[src/rtl/mref_pkg.sv]
package mref_pkg;
   timeunit 1ns;
   timeprecision 100ps;

   typedef enum logic [1:0] {
      MODE_NORMAL = 2'd0,
      MODE_HOLD   = 2'd1,
      MODE_FREE   = 2'd2
   } eff_mode_t;

   localparam logic [2:0] CODE_NORMAL    = 3'b000;
   localparam logic [2:0] CODE_HOLD      = 3'b010;
   localparam logic [2:0] CODE_FREE      = 3'b011;
   localparam logic [2:0] CODE_AUTO_HOLD = 3'b110;
   localparam logic [2:0] CODE_AUTO_FREE = 3'b111;

   // Normal plus every reserved code: a write of one of these re-arms fallback.
   function automatic logic code_is_normal(input logic [2:0] code);
      return (code == 3'b000) || (code == 3'b001) ||
             (code == 3'b100) || (code == 3'b101);
   endfunction

   function automatic logic code_is_auto(input logic [2:0] code);
      return code[2] & code[1];
   endfunction

   function automatic eff_mode_t resolve_mode(input logic [2:0] code,
                                              input logic       fallen);
      eff_mode_t m;
      case (code)
         CODE_HOLD:      m = MODE_HOLD;
         CODE_FREE:      m = MODE_FREE;
         CODE_AUTO_HOLD: m = fallen ? MODE_HOLD : MODE_NORMAL;
         CODE_AUTO_FREE: m = fallen ? MODE_FREE : MODE_NORMAL;
         default:        m = MODE_NORMAL;
      endcase
      return m;
   endfunction
endpackage

[src/rtl/mref_mode_reg.sv]
module mref_mode_reg
   import mref_pkg::*;
(
   input  logic       clk,
   input  logic       rst_n,
   input  logic       mode_wr,
   input  logic [2:0] mode_code,
   input  logic       lock_err,
   output eff_mode_t  eff_mode
);
   timeunit 1ns;
   timeprecision 100ps;

   logic [2:0] prog_q;
   logic       fallen_q;

   always_ff @(posedge clk or negedge rst_n) begin
      if (!rst_n) begin
         prog_q   <= CODE_NORMAL;
         fallen_q <= 1'b0;
      end else if (mode_wr) begin
         prog_q <= mode_code;
         if (code_is_normal(mode_code))
            fallen_q <= 1'b0;
      end else if (code_is_auto(prog_q) && lock_err) begin
         fallen_q <= 1'b1;
      end
   end

   assign eff_mode = resolve_mode(prog_q, fallen_q);
endmodule

[src/rtl/mref_hold_store.sv]
module mref_hold_store #(
   parameter int FREQ_W      = 24,
   parameter int HOLD_PERIOD = 16_384_000
) (
   input  logic              clk,
   input  logic              rst_n,
   input  logic              count_en,
   input  logic              lock_err,
   input  logic [FREQ_W-1:0] freq_in,
   output logic [FREQ_W-1:0] hold_word
);
   timeunit 1ns;
   timeprecision 100ps;

   localparam int CNT_W = (HOLD_PERIOD > 1) ? $clog2(HOLD_PERIOD) : 1;
   localparam logic [CNT_W-1:0] LAST = CNT_W'(HOLD_PERIOD - 1);

   logic [CNT_W-1:0]  cnt_q;
   logic [FREQ_W-1:0] hold_q;
   logic              at_last;

   assign at_last = (cnt_q == LAST);

   always_ff @(posedge clk or negedge rst_n) begin
      if (!rst_n)
         cnt_q <= '0;
      else if (!count_en || at_last)
         cnt_q <= '0;
      else
         cnt_q <= cnt_q + 1'b1;
   end

   always_ff @(posedge clk or negedge rst_n) begin
      if (!rst_n)
         hold_q <= '0;
      else if (count_en && at_last && !lock_err)
         hold_q <= freq_in;
   end

   assign hold_word = hold_q;
endmodule

[src/rtl/mref_role_ctrl.sv]
module mref_role_ctrl (
   input  logic clk,
   input  logic rst_n,
   input  logic role_auto,
   input  logic role_primary_req,
   input  logic ref_err,
   output logic is_primary,
   output logic promote
);
   timeunit 1ns;
   timeprecision 100ps;

   logic prim_q;
   logic prom_q;

   always_ff @(posedge clk or negedge rst_n) begin
      if (!rst_n) begin
         prim_q <= 1'b0;
         prom_q <= 1'b0;
      end else if (!role_auto) begin
         prim_q <= role_primary_req;
         prom_q <= 1'b0;
      end else if (!prim_q && ref_err) begin
         prim_q <= 1'b1;
         prom_q <= 1'b1;
      end else begin
         prom_q <= 1'b0;
      end
   end

   assign is_primary = prim_q;
   assign promote    = prom_q;
endmodule

[src/rtl/mref_holdover_ctrl.sv]
module mref_holdover_ctrl
   import mref_pkg::*;
#(
   parameter int                FREQ_W      = 24,
   parameter int                HOLD_PERIOD = 16_384_000,
   parameter logic [FREQ_W-1:0] FREE_WORD   = '0,
   parameter bit                OUT_REG     = 1'b0
) (
   input  logic              clk,
   input  logic              rst_n,
   input  logic              mode_wr,
   input  logic [2:0]        mode_code,
   input  logic              lock_err,
   input  logic [FREQ_W-1:0] freq_in,
   input  logic              role_auto,
   input  logic              role_primary_req,
   input  logic              ref_err,
   output logic [1:0]        eff_mode,
   output logic [FREQ_W-1:0] freq_out,
   output logic              is_primary,
   output logic              promote
);
   timeunit 1ns;
   timeprecision 100ps;

   initial begin
      if (FREQ_W < 2)       $error("FREQ_W must be at least 2");
      if (HOLD_PERIOD < 2)  $error("HOLD_PERIOD must be at least 2");
   end

   eff_mode_t         mode_now;
   logic [FREQ_W-1:0] hold_word;
   logic [FREQ_W-1:0] freq_sel;

   mref_mode_reg u_mode (
      .clk       (clk),
      .rst_n     (rst_n),
      .mode_wr   (mode_wr),
      .mode_code (mode_code),
      .lock_err  (lock_err),
      .eff_mode  (mode_now)
   );

   mref_hold_store #(
      .FREQ_W      (FREQ_W),
      .HOLD_PERIOD (HOLD_PERIOD)
   ) u_hold (
      .clk       (clk),
      .rst_n     (rst_n),
      .count_en  (mode_now == MODE_NORMAL),
      .lock_err  (lock_err),
      .freq_in   (freq_in),
      .hold_word (hold_word)
   );

   mref_role_ctrl u_role (
      .clk              (clk),
      .rst_n            (rst_n),
      .role_auto        (role_auto),
      .role_primary_req (role_primary_req),
      .ref_err          (ref_err),
      .is_primary       (is_primary),
      .promote          (promote)
   );

   always_comb begin
      case (mode_now)
         MODE_HOLD: freq_sel = hold_word;
         MODE_FREE: freq_sel = FREE_WORD;
         default:   freq_sel = freq_in;
      endcase
   end

   generate
      if (OUT_REG) begin : g_out_reg
         logic [FREQ_W-1:0] freq_q;
         always_ff @(posedge clk or negedge rst_n) begin
            if (!rst_n) freq_q <= '0;
            else        freq_q <= freq_sel;
         end
         assign freq_out = freq_q;
      end else begin : g_out_comb
         assign freq_out = freq_sel;
      end
   endgenerate

   assign eff_mode = mode_now;
endmodule

[config.mk]
export PLATFORM = sky130hd
export DESIGN_NAME = mref_holdover_ctrl
export DESIGN_NICKNAME = d
export VERILOG_FILES = /design/src/rtl/mref_pkg.sv /design/src/rtl/mref_mode_reg.sv /design/src/rtl/mref_hold_store.sv /design/src/rtl/mref_role_ctrl.sv /design/src/rtl/mref_holdover_ctrl.sv
export SDC_FILE = /design/constraint.sdc
export NUM_CORES = 1
export LEC_CHECK = 0
export ABC_CLOCK_PERIOD_IN_PS = 2560
export BUFFER_PORTS_ARGS = -buffer_cell sky130_fd_sc_hd__buf_4
export CORE_UTILIZATION = 54
export CTS_CLUSTER_DIAMETER = 100
export DETAILED_ROUTE_END_ITERATION = 16
export HOLD_SLACK_MARGIN = 0.03
export PLACE_DENSITY = 0.82
export SLEW_MARGIN = 10
export SYNTH_ARGS = -nofsm -noshare
export SYNTH_HDL_FRONTEND = slang
export SYNTH_SLANG_ARGS = --single-unit
[constraint.sdc]
create_clock -name clk -period 2.56 [get_ports clk]
set_input_delay 0.256 -clock clk [delete_from_list [all_inputs] [get_ports clk]]
set_output_delay 0.256 -clock clk [all_outputs]
set_load 0.05 [all_outputs]
==> flow_metrics.env <==
export IMPL_overflow=0
export IMPL_rsz0062_at_grt="false"
export IMPL_avgSynthCellArea_sq_um=10.19
export IMPL_holdPathStages=2
export IMPL_synth_top_family_by_area="simple AND/OR/NAND/NOR gates"
export IMPL_cts_tree="yes"
export IMPL_maxCapViolations=0
export IMPL_cts_sinks=54
export IMPL_grt_pass1_wl_mm=9.432
export IMPL_vias=2244
export IMPL_synth_xor_area_share=0.04186
export IMPL_dieArea_sq_um=5325
export IMPL_r2r_end="u_hold.hold_word[23]"
export IMPL_place_port_buffers=61
export IMPL_relSlewSlack=0.5502
export IMPL_drc=0
export IMPL_core_rowCount=25
export IMPL_synth_edf_count=0
export IMPL_syn_to_final_growth_pct=27.60
export IMPL_start_util=0.5684
export IMPL_hp_class="in -> reg"
export IMPL_leakage_nw=1.674
export IMPL_period_minus_slack_ns=2.411
export IMPL_skew_ns=0.01113
export IMPL_synth_nets=304
export IMPL_via_per_inst=5.596
export IMPL_dr_pass1_iters=4
export IMPL_arrival_ns=2.15
export IMPL_mappedNetlistArea_sq_um=2720
export IMPL_ys_ff_latch=54
export IMPL_die_y_um=72.98
export IMPL_period_share=0.9418
export IMPL_path_cells="inv_1, o21ai_0, or2_2, ha_4, clkbuf_16, a22o_1, buf_4"
export IMPL_die_w_um=72.98
export IMPL_antenna_found_initial=0
export IMPL_diodes=0
export IMPL_cts_max_path_buffers=2
export IMPL_ys_async_sr_fraction=1.000
export IMPL_synth_compound_area_frac=0.1095
export IMPL_setup_ws_ns=0.1490
export IMPL_post_place_ws_ns=0.1146
export IMPL_wl_per_cell_um=14.68
export IMPL_drtIter0Drc=93
export IMPL_design_area_sq_um=3471
export IMPL_slowest_stage="dfrtp_1"
export IMPL_gp_congestion=0.7558
export IMPL_routed_wl_mm=5.885
export IMPL_syn_inst=267
export IMPL_crit_path_start_kind="flip-flop"
export IMPL_fmax_mhz=414.8
export IMPL_drive_above_1_share=0.3533
export IMPL_dp_hpwl_mm=3.999
export IMPL_ys_types=43
export IMPL_insertion_delay_ns=0.30
export IMPL_seq_area_frac_synth=0.4968
export IMPL_post_cts_setup_buffers=0
export IMPL_hp_start="role_auto"
export IMPL_hold_viol_final=0
export IMPL_worst_slew_pin_slew_ns=0.6747
export IMPL_cp_max_fo=19
export IMPL_critPathCaptureType="output pin"
export IMPL_critPathKind="reg -> out"
export IMPL_status="finished clean"
export IMPL_placed_area_sq_um=3308
export IMPL_grt_pass1_vias=2160
export IMPL_grt_usage=0.2292
export IMPL_r2r_slack_ns=0.34
export IMPL_holdPathEnd="u_role.is_primary"
export IMPL_setup_viol_count_final=0
export IMPL_synth_mux_area_frac=0.1035
export IMPL_drt_antenna_violating_nets=0
export IMPL_reg2reg_depth=7
export IMPL_cp_slowest_stage_delay_ns=0.39
export IMPL_clk_pin_slew_ns=0.10
export IMPL_num_io_pins=62
export IMPL_numCtsBuffers=5
export IMPL_grt_max_degree=55
export IMPL_fp_coreArea_sq_um=4786
export IMPL_r2r_start="u_mode.prog_q[2]"
export IMPL_final_max_slew_viol_count=0
export IMPL_power_density_nw_per_um2=566.1
export IMPL_vdd_ir_drop_max_mv=0.3276
export IMPL_synth_simple_area_share=0.2088
export IMPL_crit_required_ns=2.30
export IMPL_synthAdderAreaFrac=0.01380
export IMPL_synthFlopType="dfrtp_1"
export IMPL_cts_htree_levels=2
export IMPL_final_nets=370
export IMPL_root_buffer="clkbuf_8"
export IMPL_ys_warn_count=0
synthesized netlist by cell type, types with 2 or more instances:
cell | number | area share
nand3_2 | 2 | 0.0074
xor2_1 | 6 | 0.019
clkbuf_1 | 7 | 0.0097
ha_1 | 3 | 0.014
and3_1 | 2 | 0.0046
mux2_2 | 19 | 0.079
nor4_1 | 4 | 0.0092
nor2_1 | 19 | 0.026
and3_2 | 3 | 0.0083
a22o_1 | 9 | 0.029
xnor2_1 | 7 | 0.023
dfrtp_1 | 54 | 0.50
mux2_1 | 6 | 0.025
nand3_1 | 10 | 0.018
or3_1 | 6 | 0.014
buf_2 | 2 | 0.0037
inv_1 | 8 | 0.011
o21ai_0 | 24 | 0.044
a21oi_1 | 9 | 0.017
nand4_1 | 6 | 0.014
nand2_1 | 39 | 0.054
metal layers:
layer,share of wire,GRT usage,vias up,wire length [um]
met3,0.034,0.04144,6,199
li1,-,-,1089,-
met1,0.46,0.3021,1102,2713
met4,0.0083,0.07407,0,49
met2,0.50,0.3853,47,2922
met5,0,0,-,0
how the worst max path moves through the flow:
stage	startpoint	cells after the start	end	slack [ns]
after floorplan	u_mode.prog_q[2]	6	freq_out[0]	-0.07
after global placement	u_mode.prog_q[2]	7	freq_out[8]	0.17
after detailed placement	u_mode.prog_q[2]	7	freq_out[3]	0.11
after CTS	u_mode.prog_q[2]	8	freq_out[0]	0.02
after global routing	u_mode.prog_q[2]	8	freq_out[0]	0.03
final	u_mode.prog_q[2]	7	freq_out[23]	0.15
placed cells by master (no fill, tap or decap), drive strengths merged, types with 3 or more instances in the layout:
master and count:
nor2 19, buf 65, o21ai 24, nor4 5, dfrtp 54, or3 6
xnor2 7, clkinv 3, and3 5, xor2 6, nand2 39, clkbuf 7
ha 3, a21oi 9, nand4 6, mux2 25, or4 3, nand3 12
a22o 9, inv 8
logic make-up after synthesis:
group | Yosys count
adders and majority gates | 3
DFF | 54
AOI/OAI and AO/OA | 48
buffers and inverters | 18
xor gates and xnor gates | 13
and+or+nand+nor | 106
muxes | 25
what timing repair did:
item,in CTS,in global routing
setup endpoints to repair,24,24
gates cloned,0,2
hold endpoints to repair,54,0
hold buffers,1,0
resized for setup,4,3
per-stage QoR:
step / power (W) / hold slack, ns / utilization / cells / TNS (ns)
6_report: 0.001965 / 0.1342 / 0.7252 / 401 / 0
3_5_place_dp: 0.001474 / 0.3400 / 0.6912 / 390 / 0
4_1_cts: 0.001945 / 0.1198 / 0.7145 / 399 / 0
3_3_place_gp: 0.001465 / 0.3423 / 0.6912 / 390 / 0
5_1_grt: 0.002058 / 0.1319 / 0.7252 / 401 / 0
2_1_floorplan: 0.001290 / -0.03959 / - / 267 / -0.3747
final cells by class:
cell class / instances / area (sq um)
clock buffer: 6 / 72.57
sequential: 54 / 1351
multi-input combinational: 196 / 1368
inverter: 9 / 33.78
clock inverter: 2 / 13.76
fill: 352 / 1315
timing repair buffer: 67 / 548.0
tap: 67 / 83.83
flip-flops by register name, summed over array words and instances, names as in the netlist:
signal and cells:
u_hold.cnt_q 24, u_hold.hold_word 24, u_mode.prog_q 3, u_mode.fallen_q 1, u_role.is_primary 1, u_role.promote 1
critical path, delay by kind of cell, from the launching register on:
kind                     cells  cell delay [ns]
flip-flops                   1             0.39
adder cells (fa/ha/maj)      1             0.36
AO/OA/AOI/OAI                2             0.27
buffers and inverters        3             0.46
AND/OR/NAND/NOR              1             0.35
power by group:
group / switching, W / total [W] / internal, W / leakage, nW
clock: 0.000269 / 0.000463 / 0.000194 / 0.0452
combinational: 0.000383 / 0.000587 / 0.000204 / 0.889
sequential: 0.0000315 / 0.000915 / 0.000883 / 0.740
total: 0.000684 / 0.00196 / 0.00128 / 1.67
No activity file was read; power rests on OpenSTA's default activity.
